## config.mk

```make
export PLATFORM = sky130hd
export DESIGN_NAME = simd_lane_cmp_unit
export DESIGN_NICKNAME = d
export VERILOG_FILES = /design/src/rtl/simd_cmp_pkg.sv /design/src/rtl/simd_cmp_decode.sv /design/src/rtl/simd_cmp_lane_slice.sv /design/src/rtl/simd_cmp_lanes.sv /design/src/rtl/simd_lane_cmp_unit.sv
export SDC_FILE = /design/constraint.sdc
export NUM_CORES = 1
export LEC_CHECK = 0
export ABC_AREA = 1
export BUFFER_PORTS_ARGS = -buffer_cell sky130_fd_sc_hd__buf_2
export CORE_UTILIZATION = 23
export CTS_CLUSTER_DIAMETER = 200
export DETAILED_ROUTE_END_ITERATION = 7
export HOLD_SLACK_MARGIN = 0.15
export MAX_ROUTING_LAYER = met4
export PLACE_DENSITY_LB_ADDON = 0.3
export SLEW_MARGIN = 20
export SYNTH_ARGS = -nofsm -noshare
export SYNTH_HDL_FRONTEND = slang
export SYNTH_SLANG_ARGS = --single-unit
```

## constraint.sdc

```tcl
create_clock -name clk -period 2.5 [get_ports clk]
set_input_delay 0.5 -clock clk [delete_from_list [all_inputs] [get_ports clk]]
set_output_delay 0.5 -clock clk [all_outputs]
set_load 0.02 [all_outputs]
```

## src/rtl/simd_cmp_pkg.sv

```systemverilog
package simd_cmp_pkg;

    typedef enum logic [1:0] {
        LW_BYTE  = 2'd0,
        LW_WORD  = 2'd1,
        LW_DWORD = 2'd2
    } lane_w_e;

    typedef enum logic {
        CK_EQ = 1'b0,
        CK_GT = 1'b1
    } cmp_kind_e;

    typedef struct packed {
        logic      legal;
        cmp_kind_e kind;
        lane_w_e   width;
    } cmp_op_t;

endpackage

```

## src/rtl/simd_cmp_decode.sv

```systemverilog
module simd_cmp_decode
    import simd_cmp_pkg::*;
#(
    parameter logic [7:0] EQ_BASE = 8'h74,
    parameter logic [7:0] GT_BASE = 8'h64
) (
    input  logic [7:0] opcode,
    output cmp_op_t    op
);
    localparam logic [7:0] N_WIDTHS = 8'd3;

    logic [7:0] eq_off;
    logic [7:0] gt_off;

    always_comb begin
        eq_off   = opcode - EQ_BASE;
        gt_off   = opcode - GT_BASE;
        op.legal = 1'b0;
        op.kind  = CK_EQ;
        op.width = LW_BYTE;
        if (eq_off < N_WIDTHS) begin
            op.legal = 1'b1;
            op.kind  = CK_EQ;
            op.width = lane_w_e'(eq_off[1:0]);
        end else if (gt_off < N_WIDTHS) begin
            op.legal = 1'b1;
            op.kind  = CK_GT;
            op.width = lane_w_e'(gt_off[1:0]);
        end
    end
endmodule

```

## src/rtl/simd_cmp_lane_slice.sv

```systemverilog
module simd_cmp_lane_slice
    import simd_cmp_pkg::*;
#(
    parameter int unsigned W = 8
) (
    input  logic [W-1:0] a,
    input  logic [W-1:0] b,
    input  cmp_kind_e    kind,
    output logic [W-1:0] mask
);
    logic eq_hit;
    logic gt_hit;
    logic hit;

    always_comb begin
        eq_hit = (a == b);
        gt_hit = ($signed(a) > $signed(b));
        hit    = (kind == CK_GT) ? gt_hit : eq_hit;
        mask   = {W{hit}};
    end
endmodule

```

## src/rtl/simd_cmp_lanes.sv

```systemverilog
module simd_cmp_lanes
    import simd_cmp_pkg::*;
#(
    parameter int unsigned DATA_W = 64
) (
    input  logic [DATA_W-1:0] a,
    input  logic [DATA_W-1:0] b,
    input  cmp_op_t           op,
    output logic [DATA_W-1:0] mask
);
    localparam int unsigned N8  = DATA_W / 8;
    localparam int unsigned N16 = DATA_W / 16;
    localparam int unsigned N32 = DATA_W / 32;

    logic [DATA_W-1:0] m8;
    logic [DATA_W-1:0] m16;
    logic [DATA_W-1:0] m32;

    for (genvar i = 0; i < N8; i++) begin : g_b
        simd_cmp_lane_slice #(.W(8)) u_s (
            .a(a[i*8 +: 8]), .b(b[i*8 +: 8]), .kind(op.kind), .mask(m8[i*8 +: 8])
        );
    end
    for (genvar i = 0; i < N16; i++) begin : g_w
        simd_cmp_lane_slice #(.W(16)) u_s (
            .a(a[i*16 +: 16]), .b(b[i*16 +: 16]), .kind(op.kind), .mask(m16[i*16 +: 16])
        );
    end
    for (genvar i = 0; i < N32; i++) begin : g_d
        simd_cmp_lane_slice #(.W(32)) u_s (
            .a(a[i*32 +: 32]), .b(b[i*32 +: 32]), .kind(op.kind), .mask(m32[i*32 +: 32])
        );
    end

    always_comb begin
        unique case (op.width)
            LW_BYTE:  mask = m8;
            LW_WORD:  mask = m16;
            LW_DWORD: mask = m32;
            default:  mask = '0;
        endcase
    end
endmodule

```

## src/rtl/simd_lane_cmp_unit.sv

```systemverilog
module simd_lane_cmp_unit
    import simd_cmp_pkg::*;
#(
    parameter int unsigned DATA_W  = 64,
    parameter logic [7:0]  EQ_BASE = 8'h74,
    parameter logic [7:0]  GT_BASE = 8'h64
) (
    input  logic              clk,
    input  logic              rst_n,
    input  logic              op_valid_i,
    input  logic [7:0]        op_code_i,
    input  logic [DATA_W-1:0] dst_i,
    input  logic [DATA_W-1:0] src_i,
    output logic              res_valid_o,
    output logic [DATA_W-1:0] res_o,
    output logic              illegal_o
);
    localparam int unsigned NBYTES = DATA_W / 8;

    typedef struct packed {
        logic              valid;
        logic              ill;
        logic [DATA_W-1:0] res;
    } state_t;

    state_t            st_d;
    state_t            st_q;
    cmp_op_t           dec_op;
    logic [DATA_W-1:0] lane_mask;

    simd_cmp_decode #(.EQ_BASE(EQ_BASE), .GT_BASE(GT_BASE)) u_dec (
        .opcode(op_code_i),
        .op    (dec_op)
    );

    simd_cmp_lanes #(.DATA_W(DATA_W)) u_lanes (
        .a   (dst_i),
        .b   (src_i),
        .op  (dec_op),
        .mask(lane_mask)
    );

    always_comb begin
        st_d       = st_q;
        st_d.valid = 1'b0;
        st_d.ill   = 1'b0;
        if (op_valid_i) begin
            if (dec_op.legal) begin
                st_d.valid = 1'b1;
                st_d.res   = lane_mask;
            end else begin
                st_d.ill   = 1'b1;
            end
        end
    end

    always_ff @(posedge clk) begin
        if (!rst_n) st_q <= '0;
        else        st_q <= st_d;
    end

    assign res_valid_o = st_q.valid;
    assign illegal_o   = st_q.ill;
    assign res_o       = st_q.res;


    valid_follows_chk: assert property (@(posedge clk) disable iff (!rst_n)
        (op_valid_i && dec_op.legal) |=> (res_valid_o && !illegal_o));


    illegal_pulse_chk: assert property (@(posedge clk) disable iff (!rst_n)
        (op_valid_i && !dec_op.legal) |=> (illegal_o && !res_valid_o));


    illegal_hold_chk: assert property (@(posedge clk) disable iff (!rst_n)
        (op_valid_i && !dec_op.legal) |=> $stable(res_o));


    idle_quiet_chk: assert property (@(posedge clk) disable iff (!rst_n)
        !op_valid_i |=> (!res_valid_o && !illegal_o && $stable(res_o)));


    for (genvar i = 0; i < NBYTES; i++) begin : g_mchk
        byte_mask_chk: assert property (@(posedge clk) disable iff (!rst_n)
            res_valid_o |-> (res_o[i*8 +: 8] == 8'h00 || res_o[i*8 +: 8] == 8'hFF));
    end
endmodule

```

# Yosys cells after proc, flatten, opt, wreduce, memory -nomap -nowiden
# Cells that the tools add are included.
classes:
  order_cmp: 16
  reduce_logical: 3
  n_eq_ne: 16
  muxes: 19
  n_addsub: 2
ops:
  columns: ["operator", "n"]
  rows:
  - ["64-bit one-hot mux with 3 select lines", 1]
  - ["16-bit equality test", 4]
  - ["32-bit equality test", 2]
  - ["8-bit equality test", 8]
  - ["16-bit greater-than comparator", 4]
  - ["32-bit greater-than comparator", 2]
  - ["8-bit greater-than comparator", 8]
  - ["8-bit by 2-bit less-than comparator with 1-bit output, second input constant", 2]
  - ["1-bit two-way mux", 16]
  - ["8-bit by 7-bit subtractor with 8-bit output, second input constant", 2]
  - ["4-bit two-way mux", 2]
  - ["2-bit AND reduction", 2]
  - ["2-bit by 1-bit equality test with 1-bit output, second input constant", 1]
  - ["2-bit equality test, second input constant", 1]
  - ["2-bit logical NOT", 1]
word_totals:
  out_inout_bits: 66
  in_bits: 139
  ff_bits: 66

# Depth between registers and ports, before layout
depth:
  depth_word: 6
  depth_mapped: 19

# Hierarchy
# From an unflattened synthesis, not the netlist that was laid out.
unflattened:
  cells_unflattened: 1901
  hier_area_um2: 11701.2
by_module_without_submodules:
  columns: ["mod", "area_per_inst_um2", "n_inst", "cells_per_inst"]
  rows:
  - ["simd_lane_cmp_unit", 2698.8, 1, 412]
  - ["simd_cmp_lane_slice (u_lanes.g_b[0].u_s ...)", 321.6, 8, 52]
  - ["simd_cmp_lane_slice (u_lanes.g_w[0].u_s ...)", 638.1, 4, 101]
  - ["simd_cmp_lanes", 1520.2, 1, 291]
  - ["simd_cmp_lane_slice (u_lanes.g_d[1].u_s)", 1149.9, 1, 182]
  - ["simd_cmp_lane_slice (u_lanes.g_d[0].u_s)", 1129.8, 1, 180]
  - ["simd_cmp_decode", 77.6, 1, 16]

# Worst setup path after synthesis
# OpenSTA, ideal clock, no wires.
synth_path:
  kind: "input to register"
  start: "in src_i[31]"
  end: "reg st_q, in the netlist res_o[31]"
  path_stages: 15
  required_ns: 2.379
  arrival_ns: 2.024
  slack_ns: 0.356
  cell_sequence: "inv_1 ha_1 nand2_1 nor2_1 nand2_1 nor2_2 inv_1 nor3_1 nor2_1 nand3_1 nand2_1 nand2_2 nand3_1 nand2_1 a21oi_1"
synth_between:
  elab_chain_cells: 3
  elab_cells_between_ends: 10
synth_rtl:
  columns: ["item", "line", "text"]
  rows:
  - ["start, declared", "simd_lane_cmp_unit.sv:13", "input logic [DATA_W-1:0] src_i,"]
  - ["32-bit greater-than comparator, or another cell as far along", "simd_cmp_lane_slice.sv:17", "gt_hit = ($signed(a) > $signed(b));"]
  - ["1-bit two-way mux", "simd_cmp_lane_slice.sv:18", "hit = (kind == CK_GT) ? gt_hit : eq_hit;"]
  - ["64-bit one-hot mux with 3 select lines (*)", "simd_cmp_lanes.sv:36", "unique case (op.width)"]
  - ["end signal, assigned", "simd_lane_cmp_unit.sv:59", "else st_q <= st_d;"]
  - ["end, declared", "simd_lane_cmp_unit.sv:27", "state_t st_q;"]
# Every way passes the cells marked *; elsewhere a longest branch is shown, timed or not.
# A chain may end at the register's enable or synchronous reset.

# Worst setup path after layout
layout_path:
  start: "in src_i[23]"
  end: "reg st_q, in the netlist res_o[23]"
# The elaborated chain is that of the path after synthesis.

==> flow_metrics.env <==
export IMPL_status="finished clean"
export IMPL_post_cts_setup_buffers=0
export IMPL_wl_met3_um=479
export IMPL_design_die_area_um2=14500
export IMPL_vias_per_cell=4.06
export IMPL_worst_endpoint_required_ns=2.62
export IMPL_max_freq_ghz=0.467
export IMPL_dominantRegCellSynth="dfxtp_1"
export IMPL_antenna_found_initial=0
export IMPL_worstHoldStart="res_o[62]"
export IMPL_synth_edf_count=0
export IMPL_fin_tns_setup_ns=0
export IMPL_slew_headroom_pct=74.4
export IMPL_synth_distinct_cells=33
export IMPL_whs_ns=0.551
export IMPL_setup_viol=0
export IMPL_cts_htree_levels=1
export IMPL_drt_iter0_drc=45
export IMPL_cp_top_family="simple AND/OR/NAND/NOR gates"
export IMPL_r2r_start="res_o[7]"
export IMPL_crit_path_top_delay_cell="ha_1"
export IMPL_worst_pin_slew_ns=0.384
export IMPL_wl_met1_um=3750
export IMPL_leakage_nw=2.73
export IMPL_clk_transition_reported_paths_ns=0.04
export IMPL_dpl_hpwl_um=7460
export IMPL_final_antenna_net_count=0
export IMPL_syn_area_um2=3230
export IMPL_routed_top_layer="met4"
export IMPL_die_w_um=121
export IMPL_core_rowCount=42
export IMPL_clock_latency_ns=0.23
export IMPL_grt_pass1_wl_um=13700
export IMPL_ioPinCount=205
export IMPL_wl_met2_um=3790
export IMPL_drv_cap=0
export IMPL_peakVddDrop_uv=169
export IMPL_crit_start="src_i[23]"
export IMPL_root_buffer="clkbuf_16"
export IMPL_core_area_um2=13500
export IMPL_critPathLaunchType="input port"
export IMPL_fp_dieH_um=121
export IMPL_syn_to_final_growth_pct=28.6
export IMPL_nets=887
export IMPL_hold_viol_final=0
export IMPL_gr_total_overflow=0
export IMPL_vias=3465
export IMPL_synth_cells=522
export IMPL_cts_inserted_buffers=3
export IMPL_ys_ff_latch=10
export IMPL_syn_avg_cell_area_um2=6.19
export IMPL_path_cells="buf_2 > inv_1 > ha_1 > nand2_1 > nor2_1 > nand4_1 > nor2_2 > inv_1 > nor3_1 > nor2_1 > nand3_1 > nand2_1 > nand2_2 > nand3_1 > nand2_1 > a21oi_1"
export IMPL_yosysSeqAreaShare_pct=6.19
export IMPL_finalPower_uw=946
export IMPL_grtUsageTotal_pct=11.4
export IMPL_final_max_slew_violation_count=0
export IMPL_max_stage_delay_ns=0.28
export IMPL_wl_per_cell_um=9.45
export IMPL_grt_pass1_vias=3259
export IMPL_drc=0
export IMPL_min_path_type="register to register"
export IMPL_crit_type="input port to register"
export IMPL_clock_path_buffers=2
export IMPL_io_buffers=204
export IMPL_end_kind="register"
export IMPL_period_needed_ns=2.14
export IMPL_layout_drive_gt1_share_pct=33.7
export IMPL_cts_tree="built"
export IMPL_cts_resized=0
export IMPL_path_common_cell="nand2_1"
export IMPL_syn_nets=731
export IMPL_arrival_ns=2.26
export IMPL_rsz0062_at_grt="no"
export IMPL_crit_buf_inv=3
export IMPL_async_reset_ff_share_pct=0
export IMPL_wirelength_um=8060
export IMPL_multiInputGateArea_um2=2190
export IMPL_cts_hold_buf=0
export IMPL_regArea_um2=200
export IMPL_cts_sinks=10
export IMPL_post_route_period_util_pct=85.7
export IMPL_grt_max_degree=19
export IMPL_finalClockSkew_ns=0
export IMPL_crit_fanout=4
export IMPL_yosysWarnings=0
export IMPL_diodes=0
export IMPL_drt_first_pass_iters=4
export IMPL_start_util_pct=24.0
export IMPL_gp_congestion=0.735
export IMPL_fill_cells=1577
export IMPL_p_per_area_nw_per_um2=227
-- synth_stat cells (2+ instances only) --
library cell	number	share of area, %
a21oi_1	45	7.0
inv_2	2	0.23
o21ai_0	13	2.0
dfxtp_1	10	6.2
nand3_1	30	4.6
o211ai_1	3	0.70
clkinv_1	2	0.23
ha_1	70	27
nor2_1	25	2.9
a21o_1	6	1.4
inv_1	104	12
o22ai_1	3	0.58
a21oi_2	2	0.54
nor3_1	3	0.46
nand4_1	7	1.4
nand2_2	3	0.58
o21a_1	2	0.46
nand2_1	121	14
buf_4	56	13
nor2_4	2	0.70
-- tightest hold or removal path, stage by stage, from the launching register on --
cell     delay (ns)
dfxtp_1        0.36
nand2_1        0.09
a21oi_1        0.06
-- registers in the layout (all words and copies together) (netlist names) --
register     flops
illegal_o        1
res_o            8
res_valid_o      1
-- metrics by stage --
step,setup slack (ns),instance area [um2],util [%],instances
floorplan,0.356,3230,-,522
global placement,0.137,4070,30.3,849
detailed placement,0.0502,4070,30.3,849
CTS,0.286,4160,30.9,853
global route,0.0326,4160,30.9,853
finish,0.358,4160,30.9,853
-- logic make-up after synthesis --
family,synth area share (%)
adder cells (fa/ha/maj),27.1
flip-flops,6.19
AND/OR/NAND/NOR,26.8
AO/OA/AOI/OAI,13.2
buffers and inverters,26.2
XOR/XNOR,0.542
-- layout make-up --
| cell class | count | share of cell area, % |
|---|---|---|
| Clock buffer | 4 | 2.14 |
| Inverter | 109 | 9.90 |
| Multi-Input combinational cell | 346 | 52.6 |
| Sequential cell | 10 | 4.81 |
| Tap cell | 176 | 5.29 |
| Timing Repair Buffer | 208 | 25.3 |
-- layer usage --
layer,vias up,track usage [%]
met5,-,-
met4,0,1.39
met3,4,1.04
met2,116,20.2
met1,1427,14.4
li1,1918,-
-- path summary, 6_finish.rpt --
| kind | slack (ns) | cells past startpoint | to |
|---|---|---|---|
| max | 0.36 | 16 | res_o[23] |
| min | 0.55 | 2 | res_o[62] |
| max reg2reg | 1.73 | 2 | res_o[7] |
| min reg2reg | 0.55 | 2 | res_o[62] |
-- cells in the final DEF, fill, tap and decap left out, types with 2 or more instances in the layout --
cell type and n:
dfxtp_1 10, nor2_4 2, ha_1 70, inv_1 104, nand4_1 7, buf_2 204
nand2_1 121, a21oi_1 45, o21a_1 2, nand3_1 30, clkbuf_16 3, nand2_2 3
inv_2 2, nor3_1 3, o22ai_1 3, buf_4 4, o211ai_1 3, a21o_1 6
o21ai_0 13, nor2_1 25, a21oi_2 2, clkinv_1 2
-- report_power, final --
group	total, mW	switching (mW)	internal (mW)
sequential	0.162	0.000419	0.161
combinational	0.471	0.246	0.225
clock	0.313	0.0730	0.240
(Power assumes the default switching activity.)
